File: src/rtl/pm_event_ctrl.sv
module pm_event_ctrl #(
  parameter int TMR_W   = 24,
  parameter int OVF_BIT = 22,
  parameter int AW      = 4
) (
  input  logic          clk,
  input  logic          rst_n,
  input  logic          tick_en,
  input  logic          reg_wr,
  input  logic [AW-1:0] reg_addr,
  input  logic [15:0]   reg_wdata,
  output logic [15:0]   reg_rdata,
  input  logic          pwrbtn_evt,
  input  logic          pwrbtn_ovr,
  input  logic          rtc_alarm,
  input  logic          gbl_rel,
  input  logic          sleeping,
  output logic          sci,
  output logic          smi,
  output logic          wake,
  output logic          slp_req,
  output logic [2:0]    slp_type
);
  localparam logic [AW-1:0] OFS_STS = AW'(0);
  localparam logic [AW-1:0] OFS_EN  = AW'(2);
  localparam logic [AW-1:0] OFS_CTL = AW'(4);
  localparam logic [AW-1:0] OFS_TLO = AW'(8);
  localparam logic [AW-1:0] OFS_THI = AW'(10);
  localparam int B_TMR = 0;
  localparam int B_GBL = 5;
  localparam int B_PB  = 8;
  localparam int B_RTC = 10;

  logic [TMR_W-1:0] tmr, tmr_nxt;
  logic tmr_sts, gbl_sts, pb_sts, rtc_sts;
  logic en_tmr, en_gbl, en_pb, en_rtc;
  logic sci_en, smi_en, tmr_smi_en;
  logic ovf_evt;

  wire wr_sts = reg_wr && (reg_addr == OFS_STS);
  wire wr_en  = reg_wr && (reg_addr == OFS_EN);
  wire wr_ctl = reg_wr && (reg_addr == OFS_CTL);
  wire unused_wbits = ^{reg_wdata[15:14], reg_wdata[9], reg_wdata[7:6], reg_wdata[4:3]};

  assign tmr_nxt = tmr + 1'b1;
  assign ovf_evt = tick_en && tmr[OVF_BIT] && !tmr_nxt[OVF_BIT];

  always_ff @(posedge clk) begin
    if (!rst_n) tmr <= '0;
    else if (tick_en) tmr <= tmr_nxt;
  end

  always_ff @(posedge clk) begin
    if (!rst_n) begin
      tmr_sts <= 1'b0;
      gbl_sts <= 1'b0;
      pb_sts  <= 1'b0;
      rtc_sts <= 1'b0;
    end else begin
      tmr_sts <= ovf_evt    | (tmr_sts & ~(wr_sts & reg_wdata[B_TMR]));
      gbl_sts <= gbl_rel    | (gbl_sts & ~(wr_sts & reg_wdata[B_GBL]));
      pb_sts  <= pwrbtn_evt | (pb_sts  & ~(wr_sts & reg_wdata[B_PB]));
      rtc_sts <= rtc_alarm  | (rtc_sts & ~(wr_sts & reg_wdata[B_RTC]));
    end
  end

  always_ff @(posedge clk) begin
    if (!rst_n) begin
      en_tmr <= 1'b0;
      en_gbl <= 1'b0;
      en_pb  <= 1'b0;
      en_rtc <= 1'b0;
    end else begin
      if (wr_en) begin
        en_tmr <= reg_wdata[B_TMR];
        en_gbl <= reg_wdata[B_GBL];
        en_pb  <= reg_wdata[B_PB];
      end
      if (pwrbtn_ovr) en_rtc <= 1'b0;
      else if (wr_en) en_rtc <= reg_wdata[B_RTC];
    end
  end

  always_ff @(posedge clk) begin
    if (!rst_n) begin
      sci_en     <= 1'b0;
      smi_en     <= 1'b0;
      tmr_smi_en <= 1'b0;
      slp_type   <= 3'd0;
      slp_req    <= 1'b0;
    end else begin
      slp_req <= wr_ctl & reg_wdata[13];
      if (wr_ctl) begin
        sci_en     <= reg_wdata[0];
        smi_en     <= reg_wdata[1];
        tmr_smi_en <= reg_wdata[2];
        slp_type   <= reg_wdata[12:10];
      end
    end
  end

  wire tmr_hit = tmr_sts & en_tmr;
  wire pb_hit  = pb_sts & en_pb;

  assign sci  = (sci_en & (tmr_hit | pb_hit)) | (gbl_sts & en_gbl);
  assign smi  = ~sci_en & smi_en & ((tmr_hit & tmr_smi_en) | pb_hit);
  assign wake = sleeping & (pb_sts | (rtc_sts & en_rtc));

  logic [31:0] tmr_ext;
  assign tmr_ext = 32'(tmr);

  always_comb begin
    reg_rdata = 16'h0000;
    case (reg_addr)
      OFS_STS: begin
        reg_rdata[B_TMR] = tmr_sts;
        reg_rdata[B_GBL] = gbl_sts;
        reg_rdata[B_PB]  = pb_sts;
        reg_rdata[B_RTC] = rtc_sts;
      end
      OFS_EN: begin
        reg_rdata[B_TMR] = en_tmr;
        reg_rdata[B_GBL] = en_gbl;
        reg_rdata[B_PB]  = en_pb;
        reg_rdata[B_RTC] = en_rtc;
      end
      OFS_CTL: reg_rdata = {3'b000, slp_type, 7'd0, tmr_smi_en, smi_en, sci_en};
      OFS_TLO: reg_rdata = tmr_ext[15:0];
      OFS_THI: reg_rdata = tmr_ext[31:16];
      default: reg_rdata = 16'h0000;
    endcase
  end
endmodule

File: config.mk
export PLATFORM = sky130hd
export DESIGN_NAME = pm_event_ctrl
export DESIGN_NICKNAME = d
export VERILOG_FILES = /design/src/rtl/pm_event_ctrl.sv
export SDC_FILE = /design/constraint.sdc
export NUM_CORES = 1
export LEC_CHECK = 0
export BUFFER_PORTS_ARGS = -buffer_cell sky130_fd_sc_hd__clkbuf_2
export CORE_MARGIN = 1
export CORE_UTILIZATION = 30
export CTS_CLUSTER_SIZE = 16
export DETAILED_ROUTE_END_ITERATION = 6
export PLACE_DENSITY = 0.49
export SLEW_MARGIN = 20
export SYNTH_ARGS = -nofsm -noshare
export SYNTH_HDL_FRONTEND = slang
export SYNTH_SLANG_ARGS = --single-unit
File: constraint.sdc
create_clock -name clk -period 3.1 [get_ports clk]
set_input_delay 0.465 -clock clk [delete_from_list [all_inputs] [get_ports clk]]
set_output_delay 0.465 -clock clk [all_outputs]
set_load 0.02 [all_outputs]
Word level (Yosys, flattened, before mapping)
Cells that the tools add are included.

word-level totals
  flip-flop bits (word level) = 39
  input bits = 29
  word-level logic and storage cells = 67

operators by class
  $add $sub $neg = 1
  eq/ne operators = 4
  multiplexer cells = 8
  bitwise logic cells = 32
  reductions and logical operators = 8

operator list
  cell                                            number
  adder 24 x 1 -> 24 bit (second input constant)  1
  bitwise AND 1 bit                               18
  one-hot mux 4 bit (3 select lines)              1
  one-hot mux 5 bit (2 select lines)              1
  == test 4 bit (second input constant)           2
  OR 1 bit                                        8
  one-hot mux 1 bit (4 select lines)              2
  inverter 1 bit                                  6
  logical AND 1 bit                               5
  one-hot mux 1 bit (5 select lines)              1
  == test 4 x 2 -> 1 bit (second input constant)  1
  == test 4 x 3 -> 1 bit (second input constant)  1
  zero test 4 bit                                 1
  one-hot mux 2 bit (2 select lines)              1
  one-hot mux 1 bit (3 select lines)              1
  OR reduction 2 bit                              1
  zero test 1 bit                                 1
  2-to-1 mux 1 bit                                1

Logic depth before layout (Yosys ltp)
Gate-level depths: netlist of the first run.

  word-level depth = 6
  mapped depth = 7
  mapped depth without buffers = 5

Worst setup path before layout of the first run
OpenSTA, ideal clock, no wires.

  kind = input-to-output
  start = input reg_addr[1]
  end = output reg_rdata[1]
  data arrival time = 1.622 ns
  slack = 1.013 ns
  stages on the path = 5
  path buffers = 2
  cell sequence = clkbuf_1 nor4b_1 clkbuf_1 a222oi_1 inv_1

on the way
  cells in the longest elaborated chain, start to end = 2
  elaborated cells on any way between the ends = 4

RTL lines
  what                                                     line  RTL
  start, declared                                          10    input logic [AW-1:0] reg_addr,
  == test 4 bit or == test 4 x 3 -> 1 bit (tied branches)  114   case (reg_addr)
  one-hot mux 4 bit (3 select lines) *                     114
  end, declared                                            12    output logic [15:0] reg_rdata,

Every way passes the cells marked *; elsewhere a longest branch is shown, timed or not.

Worst setup path in the final report of the first run
  start = input reg_addr[2]
  end = output reg_rdata[1]

Same word-level chain as after synthesis.

==> metrics.txt, run 1 <==
Num CTS Buffers 5; critical path's top delay family simple AND/OR/NAND/NOR gates; Critical Path AT 1910 ps; Cell variety after synth 41; Cell Pwr Density 463.0 nW/um^2; Crit path required time 2630 ps; overall routed net length 5.031 mm; final core utilization 0.3720; WL/cell 14.71 um; later-pin clock latency in the skew report 290 ps; # resized after CTS 0; share of layout cells above drive strength 1 0.2264; clock sinks 39; max_slew headroom 0.6547; Die X 82.64 um; residual DRC count 0; largest net degree at the start of global routing 27; grt total ovfl 0; Post-layout nets about 290; postcts setup bufs 0; initial antenna violation count 0; ys flop type dfxtp_1; CP Capture Type output pin; Worst Setup Start Kind primary input; Ys Warns 0; # hold bufs at CTS 0; first-pass GRT wire length 8.466 mm; core area 6314 sq um; Switching Fraction 0.2110; DR pass1 iterations 4; final worst-path cycle share 0.7665; clk root buf clkbuf_8; clock-pin slew on the worst setup and hold paths 80 ps; status completed; P_sw 0.0002294 W; sequential fraction of the synthesis area 0.4003; unrepaired setup endpoints after global routing no; hold crit path type primary input to flop; Post-synth EDFFs 0; Clock Tree Buf Depth 2; Layout Area Growth over Synthesis 20.40%; Sum Neg Setup Slack 0 ps; fmax between 400 and 500 MHz; Yosys top cell area share 0.4003; maximum VDD drop 0.0001869 V; worst path bufs/invs 3; Post-synth top cells 39 x dfxtp_1, 22 x nor2_1, 19 x a21oi_1; area leader, netlist dfxtp_1; register area 780.7 sq um; LEAKAGE 0.9507 nW; Row Count 29; CP most frequent cell clkbuf_2; Int Pwr 0.0008578 W; Clock power frac 0.464; CP cell instances clkbuf_2 -> nor2_1 -> and3_1 -> a222oi_1 -> inv_1 -> clkbuf_2; CTS tree yes; CP max-delay cell and3_1; initial DRC count between 90 and 100; total die area ~6800 sq um; Fillers about 680; Port Buf Inserts 44; Fin. Hold Viols 0; Area contributors post-synth dfxtp_1 40%, a21oi_1 4.9%, nor2_1 4.2%; RD Place Congestion 0.7252; Mapped Area between 1500 and 2000 sq um; clk_skew 9.667 ps; multi-input logic area 1077 sq um; crit path kind primary input to output pin; IO Count 52; combinational fraction of design power 0.062; Via-to-Cell Ratio 5.254; sequential share of power 0.474; # diodes 0; final critical-path required period 2376 ps; most numerous cell in the Yosys netlist dfxtp_1; Mean Syn Cell Area 8.708 sq um; Chip Height 82.64 um; Cells after Synth 224; Final Max Tran Viols 0; via count 1797; Detailed Place HPWL 3.635 mm; max capacitance violation total 0; vias in the first global route approximately 1600; final setup fails 0; worst-path fanout max 13; max incr delay on CP 540 ps; syn_nets 254; initial core utilization 0.3090; total track usage 0.1662; H-tree Lvls 2; Final ANT Viol Nets 0; flops & latches, synth 39; Slew @ Worst Pin 518.0 ps; Synth async-reset ratio 0
## sequential cells by signal, indices dropped and copies added, names as in the netlist
| name | count |
|---|---|
| slp_type | 3 |
| sci_en | 1 |
| rtc_sts | 1 |
| tmr_sts | 1 |
| slp_req | 1 |
| gbl_sts | 1 |
| smi_en | 1 |
| en_gbl | 1 |
| en_rtc | 1 |
| tmr_smi_en | 1 |
| tmr | 24 |
| en_tmr | 1 |
| pb_sts | 1 |
| en_pb | 1 |
## final timing paths
check	from	endpoint	slack, ps	cells after the start
max reg2reg	tmr[0]$_SDFFE_PN0P_	tmr[22]$_SDFFE_PN0P_	1030	5
min	pwrbtn_ovr	en_rtc$_SDFFE_PP0P_	330	2
max	reg_addr[2]	reg_rdata[1]	720	6
min reg2reg	slp_type[1]$_SDFFE_PN0N_	slp_type[1]$_SDFFE_PN0N_	480	2
## routing by layer
| metal | up-vias | GRT usage | share of wire |
|---|---|---|---|
| met5 | - | 0 | 0 |
| met4 | 0 | 0.05172 | 0.017 |
| met3 | 7 | 0.03407 | 0.044 |
| met2 | 39 | 0.2463 | 0.45 |
| met1 | 854 | 0.2389 | 0.49 |
| li1 | 897 | - | - |
## worst register-to-register path, delay by kind of cell (launching register included)
kind	cells	cell delay, ps
adders and majority gates	1	190
AOI/OAI and AO/OA	1	140
and+or+nand+nor	3	1280
DFF	1	390
## placed cells by master (no fill, tap or decap), types with 2 or more instances in the layout
master     synthesis  routed
and3_1             5       5
xnor2_1            4       4
buf_4              2       2
or4_1              4       4
dfxtp_1           39      39
a222oi_1           2       2
xor2_1             8       8
mux2i_1            7       7
inv_1              6       6
nand4_1            3       3
and4_1             5       5
o21a_1             4       4
o31ai_1            4       4
clkbuf_8           0       5
nand4_2            2       2
nor2_1            22      22
a22o_1             9       9
and2_1             4       4
o21ai_0            5       5
clkbuf_2           0      44
nor3_1             2       2
a21oi_1           19      19
nand2_1           15      15
nand3_1           15      15
o21ai_1            2       2
or3_1              7       7
mux4_2             2       2
bufinv_16          0       2
a21boi_0           4       4
## kinds of logic (layout without fill, tap and decap cells)
kind of cell             after synthesis  count (layout)  share of synthesized area
AO/OA/AOI/OAI                         52              52                     0.1745
XOR/XNOR                              12              12                    0.05388
adder cells (fa/ha/maj)                1               1                   0.006413
buffers and inverters                 20              61                    0.05067
flip-flops                            39              39                     0.4003
multiplexers                           9               9                    0.05901
AND/OR/NAND/NOR                       91              91                     0.2553
## through the flow
step / power [W] / cell area (sq um) / cells / hold WS, ps / setup slack, ps
finish: 0.001087 / 2349 / 342 / 334.9 / 723.9
global route: 0.001126 / 2349 / 342 / 332.1 / 560.7
CTS: 0.001100 / 2349 / 342 / 332.5 / 737.0
detailed placement: 0.0005945 / 2216 / 334 / 469.9 / 740.5
global placement: 0.0005939 / 2216 / 334 / 469.2 / 733.5
floorplan: 0.0005641 / 1951 / 224 / 444.0 / 1013
## power groups by stage
stage,combinational [W],clock [W],sequential [W]
6_report,0.0000674,0.000505,0.000515
3_3_place_gp,0.0000671,0,0.000527
4_1_cts,0.0000684,0.000516,0.000515
3_5_place_dp,0.0000677,0,0.000527
2_1_floorplan,0.0000390,0,0.000525
5_1_grt,0.0000752,0.000534,0.000516
## layout make-up
class / instances / area share
flip-flops and latches: 39 / 0.3324
well taps: 77 / 0.04102
clock buffers: 6 / 0.03090
multi-input cells: 165 / 0.4587
clock inverters: 2 / 0.02557
inverters: 7 / 0.01119
repair buffers: 46 / 0.1002
Note: power is estimated with default switching activity, not from simulation.
==> run 2, diff against run 1 <==
ABC_AREA = 1   (was not set)
clock period = 2.43 ns   (was 3.1 ns; I/O delays follow)
==> run 2 against run 1 <==
Final area is 7.4% higher. Wire length increased by 13%. Via count up 16%. Critical path type unchanged.
==> metrics.txt, run 2 <==
status completed; clk_skew 5.113 ps (-4.554 ps); CTS tree yes; Ys Warns 0 (unchanged); Cell variety after synth 31 (-24%); Area contributors post-synth dfxtp_1 37%, nand2_1 10%, inv_1 8.7%; # resized after CTS 0 (unchanged); sequential share of power 0.558 (+0.084); flops & latches, synth 39 (unchanged); P_sw 0.0002952 W (+29%); area leader, netlist dfxtp_1; first-pass GRT wire length 9.825 mm (+16%); Cell Pwr Density 467.0 nW/um^2 (+0.86%); multi-input logic area 1114 sq um (+3.4%); clock-pin slew on the worst setup and hold paths 80 ps (about the same); Biggest register tmr; Clock power frac 0.365 (-0.099); Slew @ Worst Pin 379.4 ps (-138.5 ps); largest net degree at the start of global routing 31 (+15%); Synth async-reset ratio 0 (unchanged); sequential fraction of the synthesis area 0.3712 (-0.02905); Fillers 749 (+11%); grt total ovfl 0 (unchanged); combinational fraction of design power 0.077 (+0.015); Critical Path AT 1490 ps (-420 ps); Post-Layout Inst Area 2522 sq um (+7.4%); H-tree Lvls 2 (unchanged); Layout Area Growth over Synthesis 19.93%; clk root buf clkbuf_8; Int Pwr 0.0008827 W (+2.9%); Row Count 30 (+3.4%); Mapped Area 2103 sq um (+7.8%); Post-layout nets 388 (+32%); Yosys top cell area share 0.3712 (-0.02905); syn_nets 340 (+34%); crit path kind primary input to output pin; Fin. Hold Viols 0 (unchanged); initial DRC count 108 (+17%); most common cell after layout, fill and taps aside nand2_1; ys flop type dfxtp_1; IO Count 52 (unchanged); final core utilization 0.3713 (-0.0007070); CP Capture Type output pin; worst-path fanout max 5 (-8); Die X 85.73 um (+3.7%); total die area 7350 sq um (+7.6%); WL/cell 12.49 um (-15%); max capacitance violation total 0 (unchanged); core area 6794 sq um (+7.6%); number of flip-flops in the largest register 24 (unchanged); final worst-path cycle share 0.7619; most numerous cell in the Yosys netlist nand2_1; initial core utilization 0.3096 (+0.0006188); via count 2078 (+16%); final setup fails 0 (unchanged); Sum Neg Setup Slack 0 ps (unchanged); Final Max Tran Viols 0 (unchanged); later-pin clock latency in the skew report 290 ps (about the same); total track usage 0.1715 (+0.005321); fmax around 540 MHz; Top Registers tmr x24, slp_type x3; initial antenna violation count 0 (unchanged); max_slew headroom 0.7455 (+0.09080); RD Place Congestion 0.8156 (+12%); Clock Tree Buf Depth 2 (unchanged); Post-synth EDFFs 0 (unchanged); Switching Fraction 0.2506 (+0.03959); Worst Setup Start Kind primary input; Cells after Synth 310 (+38%); Num CTS Buffers 5 (unchanged); overall routed net length 5.684 mm (+13%); postcts setup bufs 0 (unchanged); dpl cell area 2437 sq um (+10%); hold crit path type primary input to flop; DR pass1 iterations 4 (unchanged); LEAKAGE 1.020 nW (+7.3%); Final ANT Viol Nets 0 (unchanged); residual DRC count 0 (unchanged); Port Buf Inserts 44 (unchanged); final critical-path required period 1851 ps; Hold WS 278.2 ps (-56.71 ps); Detailed Place HPWL 4.522 mm (+24%); Via-to-Cell Ratio 4.567 (-13%); # hold bufs at CTS 0 (unchanged); unrepaired setup endpoints after global routing no; Chip Height 85.73 um (+3.7%); clock sinks 39 (unchanged); Post-synth top cells 57 x nand2_1, 49 x inv_1, 46 x nor2_1; Mean Syn Cell Area 6.785 sq um (-22%); share of layout cells above drive strength 1 0.2201 (-0.006359); # diodes 0 (unchanged); vias in the first global route 2066 (+28%); Tot Pwr 0.001178 W (+8.3%); most frequent cells in the layout 57 x nand2_1, 49 x inv_1, 46 x nor2_1, 44 x clkbuf_2, 39 x dfxtp_1; maximum VDD drop 0.0002511 V (+34%); Crit path required time 2070 ps (-560 ps); register area 780.7 sq um (unchanged)
-- run 2: changes by cell type in the layout (fill, tap and decap cells not counted), moves of 7 or more --
cell,before,now
a22o_1,9,0
or3_1,7,0
o21ai_0,5,25
nor2_1,22,46
nand2_1,15,57
a21oi_1,19,27
inv_1,6,49
mux2i_1,7,0
xor2_1,8,0
-- run 2: final timing paths --
path	start	endpoint	slack [ps]	cells past startpoint
max	reg_addr[2]	reg_rdata[10]	580	9
min	reg_wdata[13]	slp_req$_SDFF_PN0_	280	3
max reg2reg	tmr[0]$_SDFFE_PN0P_	tmr[20]$_SDFFE_PN0P_	920	8
min reg2reg	slp_type[2]$_SDFFE_PN0N_	slp_type[2]$_SDFFE_PN0N_	470	2
-- run 2: kinds of logic (layout without fill, tap and decap cells) --
family	after synthesis	after routing	synth area share
compound gates	69	69	0.1850
xor+xnor	1	1	0.004165
buf+inv	55	104	0.09935
flops	39	39	0.3712
simple gates	145	145	0.3343
fa+ha+maj	1	1	0.005948
-- run 2: cell type report --
type	instances	share of cell area
Multi-Input combinational cell	216	0.4415
Sequential cell	39	0.3095
Timing Repair Buffer	46	0.09325
Inverter	50	0.07440
Tap cell	96	0.04762
Clock buffer	6	0.02877
Clock inverter	2	0.004960
-- run 2: per-stage QoR --
stage	cells	worst slack [ps]
finish	455	578.7
global route	455	451.2
CTS	455	578.0
detailed placement	447	585.9
global placement	447	587.5
floorplan	310	823.7
-- run 2: metal layers --
metal,track usage,part of all wire,vias to the layer above
met5,0,0,-
met4,0.04091,0.0056,0
met3,0.03369,0.042,2
met2,0.2778,0.47,36
met1,0.2351,0.49,946
li1,-,-,1094
-- run 2: critical path, stage by stage --
cell      delay, ps
clkbuf_2        100
nor2_1          170
nand2_1         130
inv_1           150
nand2_1          60
o21ai_0         100
a21oi_1          60
o21ai_0         120
clkbuf_2        220
-- run 2: power by group through the flow --
stage / logic (W) / clock network [W] / registers, W
floorplan: 0.0000502 / 0 / 0.000671
global placement: 0.0000920 / 0 / 0.000672
detailed placement: 0.0000914 / 0 / 0.000672
CTS: 0.0000919 / 0.000447 / 0.000657
global route: 0.000104 / 0.000476 / 0.000659
finish: 0.0000906 / 0.000430 / 0.000657
==> run 3, diff against run 2 <==
PLACE_DENSITY = 0.51   (was 0.49)
clock period = 1.6 ns   (was 2.43 ns; I/O delays follow)
==> run 3 against run 2 <==
Highest routed layer unchanged. Register-to-register slack got worse by 750 ps. Clock-buffer cell count unchanged. Clock skew rose by 3.8 ps. Cell count rose by 0.88%. Largest cell class unchanged. Non-clock buffer count grew 5. Critical path type unchanged. Via count up 2.1%. Sequential power rose by 52%.
==> metrics.txt, run 3 (synthesis results as in run 2) <==
status completed; final setup fails 0 (unchanged); unrepaired setup endpoints after global routing yes; Chip Height 85.73 um (unchanged); Int Pwr 0.001380 W (+56%); clk root buf clkbuf_8; Post-layout nets 393 (+1.3%); Worst Setup Start Kind primary input; IO Count 52 (unchanged); worst-path fanout max 10 (+5); Switching Fraction 0.2445 (-0.006106); clock sinks 39 (unchanged); number of flip-flops in the largest register 24 (unchanged); total track usage 0.1698 (-0.001733); Via-to-Cell Ratio 4.621 (+1.2%); vias in the first global route 1960 (-5.1%); initial core utilization 0.3096 (unchanged); grt total ovfl 0 (unchanged); Clock Tree Buf Depth 2 (unchanged); H-tree Lvls 2 (unchanged); clock-pin slew on the worst setup and hold paths 70 ps (about the same); crit path kind primary input to output pin; met3 Use GR 0.03561 (+0.001925); LEAKAGE 1.053 nW (+3.2%); initial DRC count 87 (-19%); max capacitance violation total 0 (unchanged); initial antenna violation count 0 (unchanged); register-to-register setup slack 170 ps (-750 ps); Hold WS 151.5 ps (-126.7 ps); Detailed Place HPWL 4.524 mm (about the same); most crowded layer after global routing met2; Fin. Hold Viols 0 (unchanged); Post-Layout Inst Area 2595 sq um (+2.9%); Cell Pwr Density 704.1 nW/um^2 (+51%); Row Count 30 (unchanged); Clock power frac 0.372 (+0.007); final worst-path cycle share 0.9501; maximum VDD drop 0.0003593 V (+43%); share of layout cells above drive strength 1 0.2590 (+0.03890); final critical-path required period 1520 ps; via count 2121 (+2.1%); P_sw 0.0004467 W (+51%); Final Non-Filler Cells 459 (+0.88%); WL/cell 12.53 um (+0.33%); max_slew headroom 0.7458 (about the same); Biggest register tmr; Layout Area Growth over Synthesis 23.38%; Top Registers tmr x24, slp_type x3; later-pin clock latency in the skew report 290 ps (about the same); sequential share of power 0.546 (-0.012); GR Layer Usage met2 0.2589 (-0.01891); most common cell after layout, fill and taps aside nand2_1; residual DRC count 0 (unchanged); CP Capture Type output pin; Num CTS Buffers 5 (unchanged); grt met1 use 0.2423 (+0.007249); most frequent cells in the layout 57 x nand2_1, 45 x inv_1, 45 x nor2_1, 41 x clkbuf_2, 36 x dfxtp_1; postcts setup bufs 0 (unchanged); register area 784.5 sq um (+0.48%); DR pass1 iterations 6 (+2); RD Place Congestion 0.8528 (+4.6%); Port Buf Inserts 44 (unchanged); multi-input logic area 1140 sq um (+2.4%); Critical Path AT 1280 ps (-210 ps); largest net degree at the start of global routing 21 (-32%); overall routed net length 5.753 mm (+1.2%); Final ANT Viol Nets 0 (unchanged); first-pass GRT wire length 9.591 mm (-2.4%); total die area 7350 sq um (unchanged); Die X 85.73 um (unchanged); Fillers 741 (-1.1%); core area 6794 sq um (unchanged); Slew @ Worst Pin 378.9 ps (-0.5199 ps); CTS tree yes; Final Max Tran Viols 0 (unchanged); # diodes 0 (unchanged); Crit path required time 1360 ps (-710 ps); clk_skew 8.926 ps (+3.813 ps); Inst Count DP 452 (+1.1%); fmax around 660 MHz; hold crit path type primary input to flop; combinational fraction of design power 0.082 (+0.005); dpl cell area 2475 sq um (+1.5%)
run 3: changes by cell type in the layout (fill, tap and decap cells not counted), moves of 2 or more:
cell,before,now
o21ai_1,1,3
buf_2,0,2
dfxtp_1,39,36
inv_1,49,45
buf_4,2,8
dfxtp_2,0,3
inv_2,0,4
o21ai_0,25,23
clkbuf_2,44,41
run 3: area by class of cell:
type                       count  share of cell area
sequential                    39              0.3023
clock buffer                   6             0.03182
timing repair buffer          51              0.1061
inverter                      50             0.07232
tap                           96             0.04629
clock inverter                 1            0.001929
multi-input combinational    216              0.4392
run 3: metrics by stage:
| stage | TNS (ps) | power (W) | setup WS [ps] | utilization |
|---|---|---|---|---|
| after floorplan | 0 | 0.001096 | 158.4 | - |
| after global placement | 0 | 0.001164 | 72.79 | 0.3643 |
| after detailed placement | 0 | 0.001165 | 78.34 | 0.3643 |
| after CTS | 0 | 0.001844 | 21.89 | 0.3786 |
| after global routing | -19.92 | 0.001924 | -12.04 | 0.3820 |
| final | 0 | 0.001827 | 79.77 | 0.3820 |
run 3: metal layers:
metal | vias to the layer above | wire, um
li1 | 1110 | -
met1 | 956 | 2899
met2 | 50 | 2558
met3 | 5 | 242
met4 | 0 | 53
met5 | - | 0
run 3: path summary, 6_finish.rpt:
| kind | startpoint | endpoint | depth (start not counted) |
|---|---|---|---|
| hold reg to reg | slp_type[2]$_SDFFE_PN0N_ | slp_type[2]$_SDFFE_PN0N_ | 2 |
| setup / recovery | reg_addr[3] | reg_rdata[3] | 7 |
| setup reg to reg | tmr[1]$_SDFFE_PN0P_ | tmr[20]$_SDFFE_PN0P_ | 8 |
| hold / removal | reg_wdata[13] | slp_req$_SDFF_PN0_ | 3 |
run 3: repair_timing:
action / CTS / global route
resized for setup: 3 / 15
setup endpoints to repair: 1 / 10
hold buffers: 0 / 0
run 3: worst max-delay path: stages:
cell      delay (ps)
clkbuf_2         140
inv_1             50
nor2_1           120
nand2_1          110
buf_4            190
o22ai_1          230
clkbuf_2         220
run 3: power by group through the flow:
stage          clock [W]  sequential [W]  combinational (W)
3_3_place_gp           0         0.00102           0.000145
2_1_floorplan          0         0.00102          0.0000763
3_5_place_dp           0         0.00102           0.000146
5_1_grt         0.000754        0.000999           0.000170
4_1_cts         0.000700        0.000997           0.000147
6_report        0.000679        0.000998           0.000150
